**config.mk**
```make
export PLATFORM = sky130hd
export DESIGN_NAME = sync_bin_counter
export DESIGN_NICKNAME = d
export VERILOG_FILES = /design/src/rtl/cnt_pkg.sv /design/src/rtl/cnt_ctrl.sv /design/src/rtl/cnt_reg.sv /design/src/rtl/cnt_carry.sv /design/src/rtl/sync_bin_counter.sv
export SDC_FILE = /design/constraint.sdc
export NUM_CORES = 1
export LEC_CHECK = 0
export BUFFER_PORTS_ARGS = -buffer_cell sky130_fd_sc_hd__buf_4
export CAP_MARGIN = 20
export CORE_AREA = 5 5 42 44
export DETAILED_ROUTE_END_ITERATION = 8
export DIE_AREA = 0 0 47 49
export GPL_ROUTABILITY_DRIVEN = 0
export PLACE_DENSITY = 0.54
export RECOVER_POWER = 25
export SLEW_MARGIN = 20
export SYNTH_ARGS = -nofsm -noshare
export SYNTH_HDL_FRONTEND = slang
export SYNTH_SLANG_ARGS = --single-unit
```
**constraint.sdc**
```tcl
create_clock -name clk -period 3.09 [get_ports clk]
set_clock_uncertainty 0.15 [all_clocks]
set_input_delay 0.4635 -clock clk [delete_from_list [all_inputs] [get_ports clk]]
set_output_delay 0.4635 -clock clk [all_outputs]
set_load 0.02 [all_outputs]
```
**src/rtl/cnt_pkg.sv**
```systemverilog
package cnt_pkg;
  typedef enum logic [1:0] {
    CNT_HOLD  = 2'd0,
    CNT_INC   = 2'd1,
    CNT_LOAD  = 2'd2,
    CNT_CLEAR = 2'd3
  } cnt_op_t;
endpackage

```
**src/rtl/cnt_ctrl.sv**
```systemverilog
// Resolves the control pins into a single operation, clear > load > count.
module cnt_ctrl
  import cnt_pkg::*;
(
  input  logic    clr_n,
  input  logic    load_n,
  input  logic    en_p,
  input  logic    en_t,
  output cnt_op_t op
);
  always_comb begin
    if (!clr_n)             op = CNT_CLEAR;
    else if (!load_n)       op = CNT_LOAD;
    else if (en_p && en_t)  op = CNT_INC;
    else                    op = CNT_HOLD;
  end
endmodule

```
**src/rtl/cnt_reg.sv**
```systemverilog
// Count register with a per-bit look-ahead toggle chain.
module cnt_reg
  import cnt_pkg::*;
#(
  parameter int W = 4
) (
  input  logic         clk,
  input  cnt_op_t      op,
  input  logic [W-1:0] din,
  output logic [W-1:0] q
);
  logic [W-1:0] carry;
  logic [W-1:0] inc;

  assign carry[0] = 1'b1;
  generate
    for (genvar i = 1; i < W; i++) begin : g_carry
      assign carry[i] = carry[i-1] & q[i-1];
    end
    for (genvar i = 0; i < W; i++) begin : g_inc
      assign inc[i] = q[i] ^ carry[i];
    end
  endgenerate

  always_ff @(posedge clk) begin
    case (op)
      CNT_CLEAR: q <= '0;
      CNT_LOAD:  q <= din;
      CNT_INC:   q <= inc;
      default:   q <= q;
    endcase
  end
endmodule

```
**src/rtl/cnt_carry.sv**
```systemverilog
// Combinational terminal count gated by the trickle enable.
module cnt_carry #(
  parameter int W = 4
) (
  input  logic [W-1:0] q,
  input  logic         en_t,
  output logic         tc
);
  assign tc = en_t & (&q);
endmodule

```
**src/rtl/sync_bin_counter.sv**
```systemverilog
module sync_bin_counter
  import cnt_pkg::*;
#(
  parameter int W = 4
) (
  input  logic         clk,
  input  logic         clr_n,
  input  logic         load_n,
  input  logic         en_p,
  input  logic         en_t,
  input  logic [W-1:0] din,
  output logic [W-1:0] q,
  output logic         tc
);
  cnt_op_t op;

  cnt_ctrl u_ctrl (
    .clr_n  (clr_n),
    .load_n (load_n),
    .en_p   (en_p),
    .en_t   (en_t),
    .op     (op)
  );

  cnt_reg #(.W(W)) u_reg (
    .clk (clk),
    .op  (op),
    .din (din),
    .q   (q)
  );

  cnt_carry #(.W(W)) u_carry (
    .q    (q),
    .en_t (en_t),
    .tc   (tc)
  );
endmodule

```
==> results.toml <==
[global_routing]
grt_pass1_vias = 269
grt_max_degree = 10
gr-total-overflow = 0
grt_pass1_wl_um = 1090
antenna_found_initial = 0
grt_use_total = 0.0721

[synthesis]
synth.area.top_cells = "edfxtp_1 44%, ha_1 9.2%, a21boi_2 8.3%, nand2b_1 6.9%, nand4_1 6.9%"
syn_nets = 34
ys_seq_elements = 4
synth_largest_area_cell = "edfxtp_1"
syn_area_sq_um = 272
synth_top_area_share = 0.442
ys_types = 14
synth_warnings = 0
seq_area_frac_synth = 0.442
avgSynthCellArea_sq_um = 11.8
synthCells = 23

[timing]
setup_viol = 0
worst_slack_ns = 1.25
setup-tns-final_ns = 0
hold_violations = 0
period_minus_slack_ns = 1.84
rsz0062_at_grt = "no"
slew_violations = 0
slew_headroom = 0.814
max_freq_mhz = 542
worst-slew-pin-transition_ns = 0.279
fin_crit_sh = 0.597

[setup_path]
slowest_delay_ns = 0.41
cp_max_fo = 3
critical_path_buf_inv_count = 1
critPathLaunchType = "flop"
crit_required_ns = 2.48
cp-end-kind = "output pin"
critPathKind = "flop to output pin"
crit_chain = "ha_1 > and4_1 > buf_4"
cp_slowest_cell = "edfxtp_1"
arrival_ns = 1.23
crit_family = "flip-flops"

[cts]
cts_resized = 0
cts_tree = "built"
cts-root-buf = "clkbuf_4"
hold_buffers = 0
cts.sinks = 4
cts_setup_buffers = 0
clk_pin_slew_ns = 0.04
clock_latency_ns = 0.24
clockBufferDepth = 2
h-tree-depth = 1
numCtsBuffers = 3

[pwr]
leakage_nw = 0.168
power.density_nw_per_um2 = 429
worst_ir_drop_vdd_mv = 0.115

[die]
io_pins = 14
start_util = 0.194
rows = 14
dieArea_sq_um = 2300
core_area_sq_um = 1400
die_height_um = 49
die_x_um = 47

[run]
cap_violations = 0

[detailed_routing]
drt_iter0_drc = 4
remaining_drc_errors = 0
vias = 236
firstDrtPassIters = 2
drtAntennaViolNets = 0
wl_per_cell_um = 12.6
routed_wl_um = 679
via_per_inst = 4.37

[layout]
drive_above_1_share = 0.447
area_delta_synth_final_pct = 46.1
largest_register_ffs = 4
largestRegisters = "u_reg.q: 4 flops"
antenna_cells = 0
regMostFlops = "u_reg.q"
final_util = 0.283
layout.nets = 51
fin_area_sq_um = 397

[place]
dpl_worst_slack_ns = 1.49
place_area_sq_um = 378
port_buffers = 13
dpl.hpwl_um = 517

[worst_hold_path]
hp-class = "primary input to flop"

[outcome]
status = "finished, final reports clean"
cells in the mapped netlist:
cell type  n
nand4_1    3
o21ai_0    1
nand2b_1   3
nand3_1    1
and4_1     1
a21boi_2   2
edfxtp_1   4
ha_1       2
nand3b_1   1
nand2_1    1
xnor2_1    1
buf_6      1
nand4b_1   1
a21boi_1   1
placed cells by master, fill, tap and decap left out, drive strengths merged:
cell type  count
ha             2
nand3          1
nand3b         1
edfxtp         4
nand4          3
clkbuf         4
buf           12
and4           1
a21boi         3
nand2b         3
xnor2          1
nand2          1
nand4b         1
o21ai          1
area by class of cell:
type	instances	area, sq um
fill	170	1000
multi-input combinational	18	140
sequential	4	120
timing repair buffer	13	93.8
clock buffer	3	22.5
tap	16	20.0
per-stage QoR:
step,hold WS [ns],total power [mW],cells
global route,0.406,0.178,54
detailed placement,0.541,0.104,51
global placement,0.541,0.104,51
floorplan,0.531,0.0861,23
CTS,0.386,0.175,54
finish,0.392,0.170,54
worst register-to-register path, stage by stage, from the launching register on:
cell and delay [ns]:
edfxtp_1 0.41, ha_1 0.24, ha_1 0.28, nand4_1 0.12, a21boi_2 0.06
where the power goes:
part,switching [mW],leakage (nW),internal [mW]
Clock,0.0239,0.0138,0.0436
Sequential,0.00314,0.0448,0.0652
Combinational,0.0171,0.109,0.0172
logic make-up after synthesis:
kind of cell | share of synthesized area
AO/OA/AOI/OAI | 0.129
XOR/XNOR | 0.0323
adder cells (fa/ha/maj) | 0.0922
buffers and inverters | 0.0415
flip-flops | 0.442
AND/OR/NAND/NOR | 0.263
layer usage:
| layer | vias to the layer above | global-route usage | wire length, um |
|---|---|---|---|
| li1 | 122 | - | - |
| met1 | 103 | 0.102 | 342 |
| met2 | 11 | 0.0792 | 274 |
| met3 | 0 | 0.0332 | 62 |
| met4 | 0 | 0.0553 | 0 |
| met5 | - | 0 | 0 |
final timing paths:
kind / to / startpoint / depth (start not counted) / slack, ns
max: tc / u_reg.q[0]$_DFFE_PP_ / 3 / 1.25
min: u_reg.q[3]$_DFFE_PP_ / din[3] / 3 / 0.39
max reg2reg: u_reg.q[2]$_DFFE_PP_ / u_reg.q[0]$_DFFE_PP_ / 4 / 1.59
min reg2reg: u_reg.q[3]$_DFFE_PP_ / u_reg.q[3]$_DFFE_PP_ / 2 / 0.55
(Power assumes the default switching activity.)
